`src/rtl/edge_irq_pkg.sv`:
```
package edge_irq_pkg;
  localparam int unsigned AW = 5;

  localparam logic [AW-1:0] ADDR_RISE = 5'd0;
  localparam logic [AW-1:0] ADDR_FALL = 5'd4;
  localparam logic [AW-1:0] ADDR_STAT = 5'd8;
  localparam logic [AW-1:0] ADDR_CTRL = 5'd9;
  localparam logic [AW-1:0] ADDR_CLR  = 5'd10;

  localparam int unsigned CLR_EDGE_BIT = 3;
  localparam int unsigned CLR_OVF_BIT  = 2;

  // bit order matches the control register: [4] fall .. [0] edge
  typedef struct packed {
    logic fall_en;
    logic rise_en;
    logic irq_en;
    logic ovf_en;
    logic edge_en;
  } ctrl_t;
endpackage

```
`src/rtl/edge_sel_regs.sv`:
```
module edge_sel_regs
  import edge_irq_pkg::*;
#(
  parameter int unsigned   NUM_CH = 24,
  parameter logic [AW-1:0] BASE   = 5'd0
) (
  input  logic              clk_i,
  input  logic              rst_ni,
  input  logic              we_i,
  input  logic [AW-1:0]     addr_i,
  input  logic [7:0]        wdata_i,
  output logic [NUM_CH-1:0] mask_o,
  output logic [7:0]        rdata_o,
  output logic              hit_o
);
  localparam int unsigned NUM_BYTES = (NUM_CH + 7) / 8;

  logic [NUM_BYTES*8-1:0] mask_q;

  for (genvar b = 0; b < NUM_BYTES; b++) begin : g_byte
    localparam logic [AW-1:0] BYTE_ADDR = AW'(int'(BASE) + b);
    always_ff @(posedge clk_i or negedge rst_ni) begin
      if (!rst_ni) mask_q[b*8 +: 8] <= '0;
      else if (we_i && addr_i == BYTE_ADDR) mask_q[b*8 +: 8] <= wdata_i;
    end
  end

  always_comb begin
    rdata_o = '0;
    hit_o   = 1'b0;
    for (int b = 0; b < NUM_BYTES; b++) begin
      if (addr_i == AW'(int'(BASE) + b)) begin
        rdata_o = mask_q[b*8 +: 8];
        hit_o   = 1'b1;
      end
    end
  end

  assign mask_o = mask_q[NUM_CH-1:0];
endmodule

```
`src/rtl/edge_detect.sv`:
```
module edge_detect #(
  parameter int unsigned NUM_CH = 24
) (
  input  logic              clk_i,
  input  logic              rst_ni,
  input  logic [NUM_CH-1:0] din_i,
  input  logic [NUM_CH-1:0] rise_mask_i,
  input  logic [NUM_CH-1:0] fall_mask_i,
  input  logic              rise_en_i,
  input  logic              fall_en_i,
  output logic              evt_o
);
  logic [NUM_CH-1:0] prev_q;
  logic [NUM_CH-1:0] rise_hit, fall_hit;

  always_ff @(posedge clk_i or negedge rst_ni) begin
    if (!rst_ni) prev_q <= '0;
    else         prev_q <= din_i;
  end

  assign rise_hit = ~prev_q &  din_i & rise_mask_i & {NUM_CH{rise_en_i}};
  assign fall_hit =  prev_q & ~din_i & fall_mask_i & {NUM_CH{fall_en_i}};
  assign evt_o    = |(rise_hit | fall_hit);
endmodule

```
`src/rtl/edge_flags.sv`:
```
module edge_flags
  import edge_irq_pkg::*;
(
  input  logic  clk_i,
  input  logic  rst_ni,
  input  logic  evt_i,
  input  logic  clr_edge_i,
  input  logic  clr_ovf_i,
  input  ctrl_t ctrl_i,
  output logic  edge_flag_o,
  output logic  ovf_flag_o,
  output logic  irq_o
);
  always_ff @(posedge clk_i or negedge rst_ni) begin
    if (!rst_ni) begin
      edge_flag_o <= 1'b0;
      ovf_flag_o  <= 1'b0;
    end else begin
      // a new event wins over a clear in the same cycle
      if (evt_i)           edge_flag_o <= 1'b1;
      else if (clr_edge_i) edge_flag_o <= 1'b0;
      if (evt_i && edge_flag_o) ovf_flag_o <= 1'b1;
      else if (clr_ovf_i)       ovf_flag_o <= 1'b0;
    end
  end

  assign irq_o = ctrl_i.irq_en &
                 ((edge_flag_o & ctrl_i.edge_en) | (ovf_flag_o & ctrl_i.ovf_en));
endmodule

```
`src/rtl/edge_irq_ctrl.sv`:
```
module edge_irq_ctrl
  import edge_irq_pkg::*;
#(
  parameter int unsigned NUM_CH = 24
) (
  input  logic              clk_i,
  input  logic              rst_ni,
  input  logic [NUM_CH-1:0] din_i,
  input  logic              we_i,
  input  logic [AW-1:0]     addr_i,
  input  logic [7:0]        wdata_i,
  output logic [7:0]        rdata_o,
  output logic              irq_o
);
  logic [NUM_CH-1:0] rise_mask, fall_mask;
  logic [7:0]        rise_rd, fall_rd;
  logic              rise_hit, fall_hit;
  ctrl_t             ctrl_q;
  logic              evt;
  logic              edge_flag, ovf_flag;
  logic              clr_we;

  edge_sel_regs #(.NUM_CH(NUM_CH), .BASE(ADDR_RISE)) i_rise_regs (
    .clk_i, .rst_ni, .we_i, .addr_i, .wdata_i,
    .mask_o(rise_mask), .rdata_o(rise_rd), .hit_o(rise_hit)
  );

  edge_sel_regs #(.NUM_CH(NUM_CH), .BASE(ADDR_FALL)) i_fall_regs (
    .clk_i, .rst_ni, .we_i, .addr_i, .wdata_i,
    .mask_o(fall_mask), .rdata_o(fall_rd), .hit_o(fall_hit)
  );

  always_ff @(posedge clk_i or negedge rst_ni) begin
    if (!rst_ni) ctrl_q <= '0;
    else if (we_i && addr_i == ADDR_CTRL) ctrl_q <= ctrl_t'(wdata_i[4:0]);
  end

  edge_detect #(.NUM_CH(NUM_CH)) i_detect (
    .clk_i, .rst_ni, .din_i,
    .rise_mask_i(rise_mask), .fall_mask_i(fall_mask),
    .rise_en_i(ctrl_q.rise_en), .fall_en_i(ctrl_q.fall_en),
    .evt_o(evt)
  );

  assign clr_we = we_i && addr_i == ADDR_CLR;

  edge_flags i_flags (
    .clk_i, .rst_ni,
    .evt_i(evt),
    .clr_edge_i(clr_we && wdata_i[CLR_EDGE_BIT]),
    .clr_ovf_i(clr_we && wdata_i[CLR_OVF_BIT]),
    .ctrl_i(ctrl_q),
    .edge_flag_o(edge_flag), .ovf_flag_o(ovf_flag), .irq_o
  );

  always_comb begin
    rdata_o = '0;
    if (rise_hit)                    rdata_o = rise_rd;
    else if (fall_hit)               rdata_o = fall_rd;
    else if (addr_i == ADDR_STAT)    rdata_o = {5'b0, irq_o, ovf_flag, edge_flag};
    else if (addr_i == ADDR_CTRL)    rdata_o = {3'b0, ctrl_q};
  end
endmodule

```
`config.mk`:
```
export PLATFORM = sky130hd
export DESIGN_NAME = edge_irq_ctrl
export DESIGN_NICKNAME = d
export VERILOG_FILES = /design/src/rtl/edge_irq_pkg.sv /design/src/rtl/edge_sel_regs.sv /design/src/rtl/edge_detect.sv /design/src/rtl/edge_flags.sv /design/src/rtl/edge_irq_ctrl.sv
export SDC_FILE = /design/constraint.sdc
export NUM_CORES = 1
export LEC_CHECK = 0
export ABC_AREA = 1
export BUFFER_PORTS_ARGS = -buffer_cell sky130_fd_sc_hd__buf_2
export CORE_MARGIN = 2
export CORE_UTILIZATION = 30
export CTS_CLUSTER_SIZE = 14
export DETAILED_ROUTE_END_ITERATION = 16
export PLACE_DENSITY = 0.56
export SYNTH_ARGS = -nofsm -noshare
export SYNTH_HDL_FRONTEND = slang
export SYNTH_SLANG_ARGS = --single-unit
```
`constraint.sdc`:
```
create_clock -name clk_i -period 1.5 [get_ports clk_i]
set_input_delay 0.375 -clock clk_i [delete_from_list [all_inputs] [get_ports clk_i]]
set_output_delay 0.375 -clock clk_i [all_outputs]
set_load 0.02 [all_outputs]
```
Yosys cells after proc, flatten, opt, wreduce, memory -nomap -nowiden
Index checks and enable logic that the tools add are counted.

storage, ports and cells
  register bits = 79
  input bits = 40

operators by class
  equal/unequal tests = 8
  muxes and demuxes = 20
  bitwise logic cells = 13
  reductions and logical operators = 15

operator list
  operator                                        number
  bitwise AND 24 bit                              6
  two-way mux 8 bit                               8
  NOT 24 bit                                      2
  bitwise OR 24 bit                               1
  OR reduction 24 bit                             1
  == test 5 x 3 -> 1 bit (second input constant)  3
  == test 5 x 4 -> 1 bit (second input constant)  3
  logical AND 1 bit                               11
  two-way mux 1 bit                               10
  two-way mux 5 bit                               2
  == test 5 x 1 -> 1 bit (second input constant)  1
  == test 5 x 2 -> 1 bit (second input constant)  1
  zero test 5 bit                                 1
  nonzero test 2 bit                              2
  bitwise AND 1 bit                               3
  bitwise OR 1 bit                                1

Longest topological paths before layout
Gate-level depths: netlist (run 1).

  depth in word-level cells = 8
  gate-level depth with buffers = 10
  mapped depth without buffers = 10

By module
A second synthesis (run 1) with hierarchy kept.

second synthesis, totals
  cell total of the unflattened synthesis = 568
  area total of the unflattened synthesis = 4,354.2 µm²

by module, submodules not included
  module                        times used  cells an instance  area an instance (µm²)  seq. area each (µm²)
  edge_detect                   1           172                1,301.2                 600.6
  edge_sel_regs at i_rise_regs  1           153                1,244.9                 600.6
  edge_sel_regs at i_fall_regs  1           151                1,221.2                 600.6
  edge_irq_ctrl                 1           81                 493.0                   125.1
  edge_flags                    1           11                 93.8                    50.0

Least setup slack after synthesis (run 1)
OpenSTA, ideal clock, no wires.

  path type = input -> output
  start = input addr_i[4]
  end = output rdata_o[5]
  arrival time = 1,302 ps
  data required time = 1,125 ps
  slack = -177 ps
  cell stages on the path = 7
  buffers on the path = 0
  path through = inv_1 > nand3_2 > nor2_2 > nand2_1 > nand3_1 > o21ai_0 > nand4_1

on the way
  longest elaborated chain between the ends = 6
  elaborated cells on any way between the ends = 20
  classes of those cells = eq/ne (5); mux (14); reduce/logical (1)

RTL lines
  element                                                                     line                 source
  start: declaration                                                          edge_irq_ctrl.sv:10  input logic [AW-1:0] addr_i,
  == test 5 x 3 -> 1 bit                                                      edge_sel_regs.sv:32  if (addr_i == AW'(int'(BASE) + b)) begin
  two-way mux 8 bit / two-way mux 1 bit (equally long branches) (3 in a row)  edge_sel_regs.sv:32
  two-way mux 8 bit                                                           edge_irq_ctrl.sv:59  else if (fall_hit) rdata_o = fall_rd;
  two-way mux 8 bit (*)                                                       edge_irq_ctrl.sv:58  if (rise_hit) rdata_o = rise_rd;
  end: declaration                                                            edge_irq_ctrl.sv:12  output logic [7:0] rdata_o,

Every way passes the cells marked *; elsewhere a longest branch is shown, timed or not.

Worst setup path in the final report (run 1)
  start = input addr_i[4]
  end = output rdata_o[2]

The elaborated chain is that of the path after synthesis.

==> results of run 1 <==
-- what timing repair did --
action,CTS,global route
resized for setup,35,26
setup buffers,3,3
endpoints found under the setup margin,10,11
cloned,3,0
pin swaps,19,8
-- path summary, 6_finish.rpt --
kind	start	end	slack [ns]	depth (start not counted)
worst max-delay path	addr_i[4]	rdata_o[2]	-0.36	10
worst min-delay path	rst_ni	i_detect.prev_q[14]	0.07	2
worst max register to register	ctrl_q[4]	i_flags.ovf_flag_o	0.08	9
worst min register to register	i_flags.ovf_flag_o	i_flags.ovf_flag_o	0.51	2
max in group asynchronous	rst_ni	ctrl_q[4]	1.09	2
min in group clk_i	din_i[6]	i_detect.prev_q[6]	0.18	1
-- flip-flops by register name (all words and copies together) (netlist names) --
| register | count |
|---|---|
| i_detect.prev_q | 24 |
| i_fall_regs.mask_o | 24 |
| i_rise_regs.mask_o | 24 |
| ctrl_q | 5 |
| i_flags.edge_flag_o | 1 |
| i_flags.ovf_flag_o | 1 |
-- worst max-delay path: stages --
cell and delay [ns]:
buf_8 0.10, clkinvlp_4 0.15, nand3_4 0.14, buf_12 0.15, nor2_4 0.14, nand2_1 0.07, nand2_1 0.10, a21oi_2 0.04
nand3_2 0.08, buf_6 0.12
-- stage by stage --
stage | utilization [%] | setup TNS, ns | hold WS, ns
2_1_floorplan | - | -0.196 | 0.0794
3_3_place_gp | 36.4 | -4.32 | 0.433
3_5_place_dp | 36.4 | -5.64 | 0.435
4_1_cts | 40.1 | -2.38 | 0.0804
5_1_grt | 41.1 | -3.27 | 0.0964
6_report | 41.1 | -2.76 | 0.0700
-- cell usage in the layout, fill, tap and decap left out, drive strengths merged --
| master | count |
|---|---|
| nand3 | 23 |
| o21ai | 61 |
| a21oi | 13 |
| nor3 | 3 |
| nand4 | 41 |
| clkinvlp | 3 |
| clkbuf | 11 |
| nor2 | 35 |
| bufinv | 1 |
| clkinv | 3 |
| nand2 | 130 |
| a22oi | 1 |
| a221oi | 2 |
| inv | 66 |
| buf | 75 |
| dfrtp | 79 |
| a22o | 2 |
-- cells by family (layout without fill, tap and decap cells) --
| group | after synthesis | in the layout | share of synthesized area [%] |
|---|---|---|---|
| AOI/OAI and AO/OA | 79 | 79 | 11.0 |
| buffers and inverters | 78 | 159 | 8.45 |
| and+or+nand+nor | 229 | 232 | 27.7 |
| DFF | 79 | 79 | 52.8 |
-- routing by layer --
layer / routed length, um / up-vias / GRT usage [%] / part of all wire (%)
met2: 5180 / 77 / 26.9 / 48
met3: 543 / 13 / 3.66 / 5.0
met1: 4850 / 1638 / 22.6 / 45
li1: - / 1696 / - / -
met5: 0 / - / 0 / 0
met4: 189 / 0 / 6.11 / 1.8
-- power by group --
part | switching [mW] | internal, mW | total (mW)
clock network | 0.846 | 1.32 | 2.17
logic | 0.625 | 0.429 | 1.05
registers | 0.291 | 2.44 | 2.73
-- layout make-up --
| class | count | share of cell area [%] |
|---|---|---|
| inverter | 67 | 5.23 |
| sequential | 79 | 39.8 |
| clock buffer | 10 | 4.80 |
| tap | 168 | 4.23 |
| timing repair buffer | 76 | 11.7 |
| clock inverter | 6 | 1.21 |
| multi-input combinational | 311 | 33.1 |
==> reports/results.ini, run 1 <==
[cts]
clk_latency_ns = 0.33
clk_path_buf_depth = 2
cts_sinks = 79
path_clk_slew_ns = 0.06
cts_hold_buf = 0
cts_max_level = 3
cts_root_buffer = clkbuf_16
cts_tree = yes
cts-buffers-inserted = 9

[drt]
drc = 0
via_per_inst = 4.78
vias = 3424
dr.pass1.iters = 4
wl_um = 10800
drt_iter0_markers = 241
postRouteAntennaNets = 0
avgRoutedWirePerCell_um = 15.0

[final_layout]
finalNonFillerCells = 717
drive_gt1_share_pct = 26.8
seq_area_mm2 = 0.00198
nFillCells = 1229
design_area_mm2 = 0.00497
nNetsFinal = 584
layout-area-overhead-vs-synth_pct = 32.8
antennaDiodeCount = 0
multi_input_area_mm2 = 0.00165

[timing]
maxSlewViolCount = 0
fin_crit_sh_pct = 124
relSlewSlack_pct = 71.9
period_minus_slack_ns = 1.86
hold_viol = 0
clock_skew_ns = 0.00571
setup_violations = 9
worst_slack_ns = -0.361
rsz0062_at_grt = true
max_freq_mhz = 537
worstMarginPinSlew_ns = 0.421

[synthesis]
postSynth.asyncResetShare_pct = 100
synth_cell_types = 22
ys_ff_latch = 79
synth.avg_cell_area_um2 = 8.05
synth_fp_nets = 505
synth_top_cell_area_share_pct = 52.8
syn-cell-area_mm2 = 0.00374
synth.area.top_cells = dfrtp_1 (53%), nand2_1 (13%), o21ai_0 (8.2%), nand4_1 (6.8%), inv_1 (6.4%)
synth_ff_type = dfrtp_1
syn_inst = 465
yosys.area.top_type = dfrtp_1
synth_edf_count = 0
synth_seq_area_share_pct = 52.8
synth_most_common_cell = nand2_1
yosys_warnings = 0
yosys-top-cells-count = nand2_1 (126), dfrtp_1 (79), inv_1 (64), o21ai_0 (61), nand4_1 (41)

[global_route]
first_global_vias = 3347
grt_pass1_wl_um = 17300
overflow = 0
grt_max_degree = 80
grt_usage_pct = 16.8
grt_antenna_before_repair = 0

[placement]
hpwl_um = 7550
placedInstanceArea_mm2 = 0.00440
place.gp.congestion = 0.873
io_buffers = 48
dp_cells = 693
post-place-ws_ns = -0.392

[worst_setup_path]
end_kind = output pin
required_ns = 1.12
cp_max_fo = 5
setup.worst_path.start_class = input port
arrival_ns = 1.49
path_class = in -> out

[die]
dieArea_mm2 = 0.0134
rows = 40
die_h_um = 116
ios = 49
die_w_um = 116
start_util_pct = 30.9
core-area_mm2 = 0.0121

[pwr]
vdd_ir_drop_max_mv = 0.535
power.leakage_nw = 2.51
power.total_mw = 5.95
p_per_area_mw_per_mm2 = 1200

[worst_hold_path]
hp-class = in -> async

[job]
drv_cap = 0

[run_status]
failed_checks = setup timing
outcome = finished, violations left

Power figures use the tool's default switching activity.
==> run 2: changes to the inputs <==
--- a/config.mk
+++ b/config.mk
@@ -9,6 +9,7 @@
 export BUFFER_PORTS_ARGS = -buffer_cell sky130_fd_sc_hd__buf_2
 export CORE_MARGIN = 2
 export CORE_UTILIZATION = 30
+export CTS_BUF_LIST = sky130_fd_sc_hd__clkbuf_4 sky130_fd_sc_hd__clkbuf_8
 export CTS_CLUSTER_SIZE = 14
 export DETAILED_ROUTE_END_ITERATION = 16
 export PLACE_DENSITY = 0.56
==> reports/results.ini, run 2 (same netlist as run 1, synthesis figures left out) <==
[worst_hold_path]
hp-class = in -> async

[die]
core-area_mm2 = 0.0121
die_w_um = 116
rows = 40
die_h_um = 116
dieArea_mm2 = 0.0134
start_util_pct = 30.9
ios = 49

[placement]
post-place-ws_ns = -0.392
dp_cells = 693
io_buffers = 48
placedInstanceArea_mm2 = 0.00440
place.gp.congestion = 0.873
hpwl_um = 7550

[job]
drv_cap = 0

[worst_setup_path]
cp_max_fo = 5
crit_chain = buf_8 > clkinvlp_4 > buf_6 > nand3_4 > nor2_4 > buf_4 > nand2_1 > nand3_1 > a21oi_2 > nand2_2 > buf_6
setup.worst_path.start_class = input port
rr_startpoint = ctrl_q[4]
reg2reg_depth = 9
critical-path-top-delay-family = buffers and inverters
path_class = in -> out
required_ns = 1.12
slowest_stage = buf_6
end_kind = output pin
arrival_ns = 1.52
slowest_delay_ns = 0.15
path_buf_inv = 5
regToRegSetupSlack_ns = 0.07
rr_endpoint = i_flags.ovf_flag_o
cpMostUsedCell = buf_6

[drt]
dr.pass1.iters = 4
postRouteAntennaNets = 0
drc = 0
wl_um = 10700
drt_iter0_markers = 248
vias = 3426
via_per_inst = 4.78
avgRoutedWirePerCell_um = 15.0

[final_layout]
layout_commonest_cell = nand2_1
nFillCells = 1240
antennaDiodeCount = 0
drive_gt1_share_pct = 25.0
layout-area-overhead-vs-synth_pct = 29.2
design_area_mm2 = 0.00484
post-route-util_pct = 39.9
final_cell_mix = nand2_1 (120), dfrtp_1 (78), inv_1 (59), o21ai_0 (58), nand4_1 (41)
nNetsFinal = 583
finalNonFillerCells = 716

[global_route]
overflow = 0
grt_pass1_wl_um = 17200
first_global_vias = 3362
grt_antenna_before_repair = 0
grt_usage_pct = 16.8
grt_max_degree = 80

[timing]
whs_ns = 0.00596
rsz0062_at_grt = true
clock_skew_ns = 0.00574
worst_slack_ns = -0.398
setup_violations = 9
hold_viol = 0
max_freq_mhz = 527
maxSlewViolCount = 0
worstMarginPinSlew_ns = 0.441
period_minus_slack_ns = 1.90
relSlewSlack_pct = 70.6
fin_crit_sh_pct = 127

[cts]
clk_path_buf_depth = 2
cts-buffers-inserted = 9
cts_max_level = 3
cts_sinks = 79
clk_latency_ns = 0.36
cts_root_buffer = clkbuf_8
cts_tree = yes
cts_hold_buf = 0
path_clk_slew_ns = 0.08

[run_status]
failed_checks = setup timing
outcome = finished, violations left

[pwr]
vdd_ir_drop_max_mv = 0.398
p_per_area_mw_per_mm2 = 1110
power.leakage_nw = 2.44

run 2: cell count changes in the layout (fill, tap and decap cells not counted), sizes merged:
cell,change
nor2,-1
clkbuf,-1
buf,+1
run 2: what timing repair did:
action / 4_1_cts / 5_1_grt
setup endpoints to repair: 10 / 11
pin swaps: 12 / 17
gates cloned: 2 / 0
gates resized for setup: 33 / 19
buffers inserted: 4 / 3
run 2: cell type report:
cell class / count / area [um2] / share of cell area, %
Sequential cell: 79 / 1980 / 40.9
Clock inverter: 6 / 60.1 / 1.24
Multi-Input combinational cell: 310 / 1610 / 33.3
Clock buffer: 10 / 138 / 2.85
Timing Repair Buffer: 76 / 582 / 12.0
Tap cell: 168 / 210 / 4.35
Inverter: 67 / 260 / 5.38
run 2: stage by stage:
stage | setup TNS [ns] | total power [mW]
2_1_floorplan | -0.196 | 3.19
3_3_place_gp | -4.32 | 3.66
3_5_place_dp | -5.64 | 3.68
4_1_cts | -2.56 | 5.34
5_1_grt | -3.51 | 5.66
6_report | -2.88 | 5.36
run 2: layer usage:
layer | GRT usage, % | wire, um
met4 | 7.70 | 267
met5 | 0 | 0
met2 | 26.9 | 5050
met1 | 22.4 | 4900
met3 | 2.67 | 522
run 2: worst max-delay path by stage:
stage	from	to	slack, ns	depth (start not counted)
6_report	addr_i[4]	rdata_o[3]	-0.40	11
5_1_grt	addr_i[4]	rdata_o[1]	-0.45	10
3_5_place_dp	addr_i[4]	rdata_o[0]	-0.39	9
4_1_cts	addr_i[4]	rdata_o[0]	-0.33	10
2_1_floorplan	addr_i[4]	rdata_o[5]	-0.05	7
3_3_place_gp	addr_i[2]	rdata_o[1]	-0.36	9
run 2: where the power goes:
group / internal, mW / total [mW] / switching, mW
Sequential: 2.43 / 2.72 / 0.282
Combinational: 0.418 / 1.04 / 0.619
Clock: 0.805 / 1.60 / 0.800
run 2: worst reg2reg max path, stage by stage, from the launching register on:
cell     delay, ns
dfrtp_2       0.44
buf_4         0.20
nand4_1       0.09
nand2_1       0.06
nor2_2        0.12
nand2_1       0.09
nor2_2        0.13
nand3_1       0.08
nand2_1       0.06
nand2_1       0.04
